===== config.mk =====
export PLATFORM = sky130hd
export DESIGN_NAME = csr_ind_guard
export DESIGN_NICKNAME = d
export VERILOG_FILES = /design/src/rtl/csr_ind_pkg.sv /design/src/rtl/csr_ind_decode.sv /design/src/rtl/csr_ind_gate.sv /design/src/rtl/csr_ind_selchk.sv /design/src/rtl/csr_ind_guard.sv
export SDC_FILE = /design/constraint.sdc
export NUM_CORES = 1
export LEC_CHECK = 0
export BUFFER_PORTS_ARGS = -buffer_cell sky130_fd_sc_hd__buf_4
export CORE_AREA = 2 2 39 41
export DETAILED_ROUTE_END_ITERATION = 8
export DIE_AREA = 0 0 41 43
export SYNTH_ARGS = -nofsm -noshare
export SYNTH_HDL_FRONTEND = slang
export SYNTH_SLANG_ARGS = --single-unit

===== constraint.sdc =====
create_clock -name vclk -period 3.2
set_clock_uncertainty 0.2 [all_clocks]
set_input_delay 0.48 -clock vclk [all_inputs]
set_output_delay 0.48 -clock vclk [all_outputs]
set_load 0.02 [all_outputs]

===== src/rtl/csr_ind_pkg.sv =====
package csr_ind_pkg;
   localparam int PRV_W = 3;
   localparam int CLS_W = 3;

   localparam logic [PRV_W-1:0] PRV_U  = 3'd0;
   localparam logic [PRV_W-1:0] PRV_HS = 3'd1;
   localparam logic [PRV_W-1:0] PRV_M  = 3'd3;
   localparam logic [PRV_W-1:0] PRV_VU = 3'd4;
   localparam logic [PRV_W-1:0] PRV_VS = 3'd5;

   localparam logic [CLS_W-1:0] CLS_MSEL  = 3'd1;
   localparam logic [CLS_W-1:0] CLS_MWIN  = 3'd2;
   localparam logic [CLS_W-1:0] CLS_SSEL  = 3'd3;
   localparam logic [CLS_W-1:0] CLS_SWIN  = 3'd4;
   localparam logic [CLS_W-1:0] CLS_VSSEL = 3'd5;
   localparam logic [CLS_W-1:0] CLS_VSWIN = 3'd6;

   typedef struct packed {
      logic valid;
      logic cls_m;
      logic cls_s;
      logic cls_vs;
      logic win;
      logic md_m;
      logic md_u;
      logic md_vu;
      logic md_vs;
      logic md_bad;
   } acc_dec_t;
endpackage


===== src/rtl/csr_ind_decode.sv =====
module csr_ind_decode
   import csr_ind_pkg::*;
(
   input  logic [PRV_W-1:0] prv_i,
   input  logic [CLS_W-1:0] cls_i,
   output acc_dec_t         dec_o
);
   always_comb begin
      dec_o        = '0;
      dec_o.cls_m  = (cls_i == CLS_MSEL)  || (cls_i == CLS_MWIN);
      dec_o.cls_s  = (cls_i == CLS_SSEL)  || (cls_i == CLS_SWIN);
      dec_o.cls_vs = (cls_i == CLS_VSSEL) || (cls_i == CLS_VSWIN);
      dec_o.win    = (cls_i == CLS_MWIN) || (cls_i == CLS_SWIN) || (cls_i == CLS_VSWIN);
      dec_o.valid  = dec_o.cls_m || dec_o.cls_s || dec_o.cls_vs;
      dec_o.md_m   = (prv_i == PRV_M);
      dec_o.md_u   = (prv_i == PRV_U);
      dec_o.md_vu  = (prv_i == PRV_VU);
      dec_o.md_vs  = (prv_i == PRV_VS);
      dec_o.md_bad = !(dec_o.md_m || dec_o.md_u || dec_o.md_vu || dec_o.md_vs
                       || (prv_i == PRV_HS));
   end

   always_comb begin
      assert_dec_onehot_R3: assert ($onehot({dec_o.md_m, dec_o.md_u, dec_o.md_vu,
                                             dec_o.md_vs, dec_o.md_bad,
                                             prv_i == PRV_HS}))
         else $error("privilege decode not one-hot");
   end
endmodule


===== src/rtl/csr_ind_gate.sv =====
module csr_ind_gate
   import csr_ind_pkg::*;
(
   input  acc_dec_t dec_i,
   input  logic     mse60_i,
   input  logic     hse60_i,
   output logic     priv_ill_o,
   output logic     virt_o
);
   logic sup_cls;
   logic virt_md;

   always_comb begin
      sup_cls = dec_i.cls_s || dec_i.cls_vs;
      virt_md = dec_i.md_vs || dec_i.md_vu;

      priv_ill_o = (dec_i.valid && dec_i.md_bad)
                || (dec_i.cls_m && !dec_i.md_m)
                || (dec_i.md_u && sup_cls)
                || (!dec_i.md_m && !mse60_i && sup_cls);

      virt_o = virt_md && mse60_i &&
               (dec_i.cls_vs
                || (dec_i.cls_s && dec_i.md_vu)
                || (dec_i.cls_s && dec_i.md_vs && !hse60_i));
   end

   always_comb begin
      assert_m_unaffected_R5: assert (!(dec_i.md_m && (priv_ill_o || virt_o)))
         else $error("M-mode access trapped at gate tier");
      assert_vs_cls_virt_R6: assert (!(virt_md && mse60_i && dec_i.cls_vs) || virt_o)
         else $error("VS/VU direct access to virtual-supervisor class not flagged");
      assert_gate_no_win_dep_R8: assert (!(dec_i.win && !dec_i.valid) )
         else $error("window flag set on invalid class");
   end
endmodule


===== src/rtl/csr_ind_selchk.sv =====
module csr_ind_selchk #(
   parameter bit ENABLE = 1'b1
) (
   input  logic win_i,
   input  logic cls_m_i,
   input  logic cls_s_i,
   input  logic cls_vs_i,
   input  logic md_vs_i,
   input  logic msel_impl_i,
   input  logic ssel_impl_i,
   input  logic vsel_hs_impl_i,
   input  logic vsel_vs_impl_i,
   output logic sel_ill_o,
   output logic sel_virt_o
);
   generate
      if (ENABLE) begin : g_check
         logic s_via_vs;
         always_comb begin
            s_via_vs  = win_i && cls_s_i && md_vs_i;
            sel_ill_o = win_i && ((cls_m_i && !msel_impl_i)
                               || (cls_s_i && !md_vs_i && !ssel_impl_i)
                               || (cls_vs_i && !vsel_hs_impl_i)
                               || (s_via_vs && !vsel_hs_impl_i));
            sel_virt_o = s_via_vs && vsel_hs_impl_i && !vsel_vs_impl_i;
         end
         always_comb begin
            assert_sel_excl_R10: assert (!(sel_ill_o && sel_virt_o))
               else $error("select tier raised both kinds");
         end
      end else begin : g_bypass
         logic unused_in;
         assign unused_in = ^{win_i, cls_m_i, cls_s_i, cls_vs_i, md_vs_i, msel_impl_i,
                              ssel_impl_i, vsel_hs_impl_i, vsel_vs_impl_i};
         assign sel_ill_o  = 1'b0;
         assign sel_virt_o = 1'b0;
      end
   endgenerate
endmodule


===== src/rtl/csr_ind_guard.sv =====
module csr_ind_guard
   import csr_ind_pkg::*;
#(
   parameter int SEL_CHECK = 1
) (
   input  logic [2:0] prv_i,
   input  logic [2:0] cls_i,
   input  logic       mse60_i,
   input  logic       hse60_i,
   input  logic       msel_impl_i,
   input  logic       ssel_impl_i,
   input  logic       vsel_hs_impl_i,
   input  logic       vsel_vs_impl_i,
   output logic       illegal_o,
   output logic       virtual_o,
   output logic       redirect_o
);
   localparam bit SEL_EN = (SEL_CHECK != 0);

   generate
      if (SEL_CHECK < 0 || SEL_CHECK > 1) begin : g_bad_param
         $error("SEL_CHECK must be 0 or 1");
      end
      if (PRV_W != 3 || CLS_W != 3) begin : g_bad_width
         $error("port widths assume 3-bit codes");
      end
   endgenerate

   acc_dec_t dec;
   logic     t1_ill;
   logic     t2_virt;
   logic     t3_ill;
   logic     t3_virt;

   csr_ind_decode u_dec (
      .prv_i (prv_i),
      .cls_i (cls_i),
      .dec_o (dec)
   );

   csr_ind_gate u_gate (
      .dec_i      (dec),
      .mse60_i    (mse60_i),
      .hse60_i    (hse60_i),
      .priv_ill_o (t1_ill),
      .virt_o     (t2_virt)
   );

   csr_ind_selchk #(.ENABLE(SEL_EN)) u_sel (
      .win_i          (dec.win),
      .cls_m_i        (dec.cls_m),
      .cls_s_i        (dec.cls_s),
      .cls_vs_i       (dec.cls_vs),
      .md_vs_i        (dec.md_vs),
      .msel_impl_i    (msel_impl_i),
      .ssel_impl_i    (ssel_impl_i),
      .vsel_hs_impl_i (vsel_hs_impl_i),
      .vsel_vs_impl_i (vsel_vs_impl_i),
      .sel_ill_o      (t3_ill),
      .sel_virt_o     (t3_virt)
   );

   always_comb begin
      illegal_o  = t1_ill || (!t2_virt && t3_ill);
      virtual_o  = !t1_ill && (t2_virt || t3_virt);
      redirect_o = dec.md_vs && dec.cls_s && !illegal_o && !virtual_o;
   end

   always_comb begin
      assert_one_flag_R11: assert (!(illegal_o && virtual_o))
         else $error("both exception kinds raised");
      assert_redirect_clean_R12: assert (!redirect_o || (prv_i == PRV_VS && !illegal_o && !virtual_o))
         else $error("redirect with fault or outside VS-mode");
      assert_quiet_invalid_R1: assert (dec.valid || !(illegal_o || virtual_o || redirect_o))
         else $error("flag raised for unused class code");
      assert_m_no_virt_R5: assert (!(dec.md_m && virtual_o))
         else $error("virtual-instruction in M-mode");
      assert_mse_precedence_R4: assert (!(!dec.md_m && !mse60_i && (dec.cls_s || dec.cls_vs)) || illegal_o)
         else $error("machine enable fault not illegal");
   end
endmodule


==> reports/summary.txt, run 1 <==
status: complete, no violations
M1 WL: 298 um
VDD IR-drop max: 0.0355 mV
# setup viols final: 0
Worst setup SP type: input port
FFs & Latches: 0
CP Class: in2out
Reg area: 0 um^2
Hold Path Sink: illegal_o
routed wl met3: 43 um
Multi-input gate area: 233 um^2
Critical Path Sink Type: output port
antenna viol nets, final: 0
Pins Over Slew Limit: 0
Total GRT Usage: 7.99%
Seq/Total Area, Yosys: 0%
initial antenna violation count: 0
worst relative slew slack: 77.2%
nets: 63
final-layout clock buffer total: 0
die area: 1760 um^2
CP required: 2.52 ns
GPL Wtd Cong: 0.794
Final Hold Viols: 0
fin crit period: 2.56 ns
Distinct cells, synth: 24
Top Ports: 15
syn nets: 49
Final WS setup: 0.644 ns
worst slew pin tran: 0.339 ns
Via density: 4.80
Worst EP arrival: 1.88 ns
Highest Clock Rate: 391 MHz
DRT iter0 DRCs: 2
DRC: 0
post-synthesis instance total: 37
grt ovf: 0
Vias: 312
core box area: 1380 um^2
Starting Density: 19.3%
Die Y: 43 um
hold depth: 5
Post-Syn Area: 267 um^2
Post-CTS Setup Inserts: 0
DR top layer: met3
Min Hold Slack: 1.23 ns
Syn. warnings: 0
WL met2: 283 um
fillers: 166
PortBufs: 15
worst slack at placement: 0.647 ns
# hold bufs at CTS: 0
Area growth syn-to-layout: 38.5%
Hold Path Origin: hse60_i
largest net degree at the start of global routing: 13
setup_tns: 0 ns
fin crit share: 79.9%
first-pass GRT wire length: 1060 um
die width: 41 um
Post-Syn Area per Cell: 7.20 um^2
Hold Crit Class: in2out
vias in the first global route: 261
pwr/cell area: 111 nW/um^2
Routed WL: 625 um
crit-path max FO: 10
final HPWL from detailed placement: 534 um
Resized cells post-CTS: 0
DR pass1 iterations: 2
LEAKAGE: 0.145 nW
Routed WL per cell: 9.62 um
share of post-route cells with drive strength above 1: 38.8%
ANT cells: 0
RSZ-0062 raised after global routing: no
num rows: 14
# Max-Cap Violations: 0
==> power by group <==
part / total (mW) / switching (mW) / internal (mW)
clock: 0 / 0 / 0
sequential: 0 / 0 / 0
combinational: 0.0411 / 0.0192 / 0.0219
==> placed cells by master, fill, tap and decap left out <==
cell type / n
a211oi_2: 1
a21oi_1: 2
a21oi_2: 1
a22o_1: 1
a22oi_1: 1
a31oi_1: 1
a32o_1: 1
buf_4: 15
inv_1: 1
mux2i_1: 2
nand2_1: 1
nand2b_1: 1
nand3b_1: 4
nor2_1: 4
nor2b_1: 2
nor4_1: 1
o211ai_1: 2
o21a_1: 1
o21ai_0: 3
or3_2: 1
or3b_1: 1
or3b_4: 1
or4b_1: 1
==> cell families after synthesis <==
logic type,share of synthesized area [%]
compound gates,38.0
mux,7.51
simple gates,41.8
buf+inv,12.7
==> routing by layer <==
layer,vias up,track usage [%]
met5,-,0
met1,134,12.0
met3,0,0
met4,0,0
met2,9,13.1
li1,169,-
==> cells in the mapped netlist <==
library cell  number  area share (%)
a22o_1             1             3.3
o211ai_1           2             5.6
o21a_1             1             2.8
nor2_1             4             5.6
nand3b_1           4              11
nor4_1             1             2.3
a22oi_1            1             2.8
a21oi_1            2             3.8
or3_2              1             2.8
or3b_1             1             3.3
nor2b_1            2             4.7
mux2i_1            2             7.5
inv_1              1             1.4
buf_4              1             2.8
a211oi_2           1             4.7
a32o_1             1             3.8
or3b_4             1             4.2
o21ai_0            3             5.6
buf_6              2             8.5
nand2_1            1             1.4
or4b_1             1             3.8
a31oi_1            1             2.3
nand2b_1           1             2.3
a21oi_2            1             3.3
==> final cells by class <==
type / instances / share of cell area, %
inverter: 1 / 1.02
timing repair buffer: 15 / 30.5
tap: 16 / 5.42
multi-input combinational: 33 / 63.1
==> through the flow <==
| stage | power, mW | std cells | cell area [um^2] | utilization (%) |
|---|---|---|---|---|
| floorplan | 0.0257 | 37 | 267 | - |
| CTS | 0.0416 | 65 | 369 | 26.7 |
| global placement | 0.0411 | 65 | 369 | 26.7 |
| detailed placement | 0.0416 | 65 | 369 | 26.7 |
| global route | 0.0456 | 65 | 369 | 26.7 |
| finish | 0.0411 | 65 | 369 | 26.7 |
==> worst max-delay path: stages <==
cell and delay, ns:
buf_4 0.14, or3b_4 0.39, a21oi_2 0.16, or3b_1 0.38, a211oi_2 0.15, buf_4 0.17
==> worst max path at each step <==
| stage | startpoint | end | slack, ns | depth (start not counted) |
|---|---|---|---|---|
| final | cls_i[1] | redirect_o | 0.64 | 6 |
| after global routing | cls_i[2] | illegal_o | 0.58 | 6 |
| after CTS | cls_i[1] | redirect_o | 0.65 | 6 |
| after detailed placement | cls_i[1] | redirect_o | 0.65 | 6 |
| after global placement | cls_i[2] | illegal_o | 0.67 | 6 |
| after floorplan | cls_i[0] | redirect_o | 0.69 | 5 |
(Power assumes the default switching activity.)
==> run 2, diff against run 1 <==
clock period = 2.4 ns   (was 3.2 ns; I/O delays follow)
==> reports/summary.txt, run 2 (synthesis gave the netlist of run 1 again) <==
setup_tns: 0 ns (unchanged)
pwr/cell area: 148 nW/um^2 (+33%)
Total GRT Usage: 7.29% (-0.70 points)
GPL Wtd Cong: 0.837 (+5.4%)
worst slack at placement: 0.0854 ns (-0.561 ns)
DRT iter0 DRCs: 2 (unchanged)
core box area: 1380 um^2 (unchanged)
Hold Crit Class: in2out
Routed WL: 609 um (-2.6%)
Highest Clock Rate: 432 MHz
Worst EP arrival: 1.75 ns (-0.13 ns)
die area: 1760 um^2 (unchanged)
# setup viols final: 0 (unchanged)
Die Y: 43 um (unchanged)
vias in the first global route: 254 (-2.7%)
first-pass GRT wire length: 986 um (-7.2%)
VDD IR-drop max: 0.0651 mV (+83%)
PortBufs: 15 (unchanged)
RSZ-0062 raised after global routing: no
ANT cells: 0 (unchanged)
Worst setup SP type: input port
Critical Path Sink Type: output port
Area growth syn-to-layout: 41.3%
antenna viol nets, final: 0 (unchanged)
Via density: 4.70 (-2.1%)
Final Hold Viols: 0 (unchanged)
Final WS setup: 0.0868 ns (-0.557 ns)
num rows: 14 (unchanged)
Top Ports: 15 (unchanged)
CP required: 1.84 ns (-0.68 ns)
# Max-Cap Violations: 0 (unchanged)
# hold bufs at CTS: 0 (unchanged)
Starting Density: 19.3% (unchanged)
status: complete, no violations
worst slew pin tran: 0.331 ns (-0.00738 ns)
worst relative slew slack: 77.7% (+0.50 points)
LEAKAGE: 0.150 nW (+3.3%)
FFs & Latches: 0 (unchanged)
Resized cells post-CTS: 0 (unchanged)
share of post-route cells with drive strength above 1: 40.0% (+1.2 points)
final HPWL from detailed placement: 538 um (+0.77%)
Power, Total: 0.0558 mW (+36%)
most common cell after layout, fill and taps aside: buf_4
initial antenna violation count: 0 (unchanged)
fin crit share: 96.4%
DR pass1 iterations: 4 (+2)
CP Class: in2out
Post-CTS Setup Inserts: 0 (unchanged)
Routed WL per cell: 9.23 um (-4.0%)
die width: 41 um (unchanged)
most frequent cells in the layout: 16 x buf_4, 4 x nor2_1, 4 x nand3b_1
Vias: 310 (-0.64%)
crit-path max FO: 12 (+2)
Reg area: 0 um^2 (unchanged)
final-layout clock buffer total: 0 (unchanged)
nets: 64 (+1.6%)
Pins Over Slew Limit: 0 (unchanged)
DRC: 0 (unchanged)
largest net degree at the start of global routing: 13 (unchanged)
grt ovf: 0 (unchanged)
fin crit period: 2.31 ns
-- run 2: changes by cell type in the layout (fill, tap and decap cells not counted) --
| cell | delta |
|---|---|
| buf_4 | +1 |
-- run 2: final timing paths --
kind / from / end / slack [ns] / depth (start not counted)
setup / recovery: cls_i[2] / redirect_o / 0.09 / 6
hold / removal: hse60_i / illegal_o / 0.99 / 5
-- run 2: final cells by class --
cell class,count,area (um^2)
fillers,160,1010
multi-input cells,33,233
repair buffers,16,120
well taps,16,20.0
inverters,1,3.75
-- run 2: critical path: stages --
cell      delay (ns)
buf_4           0.14
or3b_4          0.39
a21oi_2         0.17
or3b_1          0.37
a211oi_2        0.15
buf_4           0.17
-- run 2: power breakdown --
group	internal, mW	switching (mW)
sequential	0	0
combinational	0.0302	0.0257
clock	0	0
total	0.0302	0.0257
-- run 2: per-stage QoR --
step / hold WS (ns) / area (um^2) / util (%) / cells
3_5_place_dp: 0.999 / 377 / 27.2 / 66
6_report: 0.986 / 377 / 27.2 / 66
4_1_cts: 0.999 / 377 / 27.2 / 66
2_1_floorplan: 0.830 / 267 / - / 37
3_3_place_gp: 0.989 / 377 / 27.2 / 66
5_1_grt: 1.03 / 377 / 27.2 / 66
-- run 2: layer usage --
| layer | vias to the layer above | share of wire [%] | GRT usage [%] |
|---|---|---|---|
| met5 | - | 0 | 0 |
| met3 | 0 | 6.7 | 0 |
| met2 | 9 | 46 | 13.1 |
| met4 | 0 | 0 | 0 |
| li1 | 168 | - | - |
| met1 | 133 | 47 | 9.81 |
==> run 3, diff against run 2 <==
ABC_CLOCK_PERIOD_IN_PS = 2820   (was default)
RECOVER_POWER = 50   (was default)
clock period = 2.82 ns   (was 2.4 ns; I/O delays follow)
==> reports/summary.txt, run 3 (synthesis gave the netlist of run 1 again) <==
status: complete, no violations
GPL Wtd Cong: 0.749 (-11%)
Reg area: 0 um^2 (unchanged)
worst slew pin tran: 0.377 ns (+0.0453 ns)
Max stage delay on crit path: 0.53 ns (+0.14 ns)
delay-heaviest family, CP: simple AND/OR/NAND/NOR gates
ANT cells: 0 (unchanged)
num rows: 14 (unchanged)
Starting Density: 19.3% (unchanged)
final HPWL from detailed placement: 554 um (+3.0%)
DRC: 0 (unchanged)
final-layout clock buffer total: 0 (unchanged)
fin crit share: 86.7%
Routed WL: 665 um (+9.2%)
FFs & Latches: 0 (unchanged)
share of post-route cells with drive strength above 1: 36.7% (-3.3 points)
Via density: 4.86 (+3.5%)
Area growth syn-to-layout: 37.1%
Routed WL per cell: 10.2 um (+11%)
Pins Over Slew Limit: 0 (unchanged)
worst relative slew slack: 74.7% (-3.0 points)
initial antenna violation count: 0 (unchanged)
crit-path cells: buf_4 -> or4b_1 -> a31oi_1 -> o21ai_0 -> a22oi_1 -> clkbuf_1
DRT iter0 DRCs: 4 (+2)
core box area: 1380 um^2 (unchanged)
Highest Clock Rate: 409 MHz
Resized cells post-CTS: 0 (unchanged)
most common cell after layout, fill and taps aside: buf_4
Min Hold Slack: 1.11 ns (+0.123 ns)
DR pass1 iterations: 3 (-1)
die area: 1760 um^2 (unchanged)
# hold bufs at CTS: 0 (unchanged)
antenna viol nets, final: 0 (unchanged)
Hold Crit Class: in2out
Power, Total: 0.0467 mW (-16%)
# Max-Cap Violations: 0 (unchanged)
largest net degree at the start of global routing: 13 (unchanged)
CP Class: in2out
pwr/cell area: 128 nW/um^2 (-14%)
first-pass GRT wire length: 1110 um (+13%)
critical path's slowest cell: or4b_1
RSZ-0062 raised after global routing: no
fillers: 170 (+6.3%)
Worst setup SP type: input port
fin crit period: 2.44 ns
Top Ports: 15 (unchanged)
# setup viols final: 0 (unchanged)
grt ovf: 0 (unchanged)
vias in the first global route: 283 (+11%)
Worst EP arrival: 1.82 ns (+0.07 ns)
crit-path max FO: 12 (unchanged)
buffers plus inverters on the worst setup path: 2 (unchanged)
die width: 41 um (unchanged)
nets: 63 (-1.6%)
most frequent cells in the layout: 14 x buf_4, 4 x nor2_1, 4 x nand3b_1
Final Hold Viols: 0 (unchanged)
PortBufs: 15 (unchanged)
Die Y: 43 um (unchanged)
Post-CTS Setup Inserts: 0 (unchanged)
Vias: 316 (+1.9%)
CP required: 2.20 ns (+0.36 ns)
VDD IR-drop max: 0.0432 mV (-34%)
Critical Path Sink Type: output port
Total GRT Usage: 8.39% (+1.1 points)
LEAKAGE: 0.141 nW (-6.0%)
setup_tns: 0 ns (unchanged)
==> run 3: where the power goes <==
part | total [mW] | switching [mW] | internal (mW)
combinational | 0.0467 | 0.0221 | 0.0246
sequential | 0 | 0 | 0
clock | 0 | 0 | 0
total | 0.0467 | 0.0221 | 0.0246
==> run 3: through the flow <==
stage	instances	utilization (%)	instance area [um^2]	worst slack [ns]
6_report	65	26.4	365	0.376
5_1_grt	65	26.4	365	0.233
4_1_cts	65	26.7	369	0.382
3_5_place_dp	65	26.7	369	0.383
3_3_place_gp	65	26.7	369	0.391
2_1_floorplan	37	-	267	0.419
==> run 3: routing by layer <==
metal | GRT usage [%] | share of wire, % | vias to the layer above
li1 | - | - | 166
met1 | 12.7 | 51 | 141
met2 | 13.8 | 45 | 9
met3 | 0 | 4.5 | 0
met4 | 0 | 0 | 0
met5 | 0 | 0 | -
==> run 3: final timing paths <==
| check | from | to | cells after the start |
|---|---|---|---|
| setup / recovery | cls_i[2] | virtual_o | 6 |
| hold / removal | hse60_i | illegal_o | 5 |
==> run 3: worst min-delay path, stage by stage <==
cell and delay (ns):
buf_4 0.08, nor2_1 0.05, nand2_1 0.05, a32o_1 0.15, buf_4 0.13
==> run 3: cell type report <==
cell class / count / area [um^2] / share of cell area [%]
Inverter: 1 / 3.75 / 1.03
Multi-Input combinational cell: 33 / 233 / 63.7
Tap cell: 16 / 20.0 / 5.48
Timing Repair Buffer: 15 / 109 / 29.8
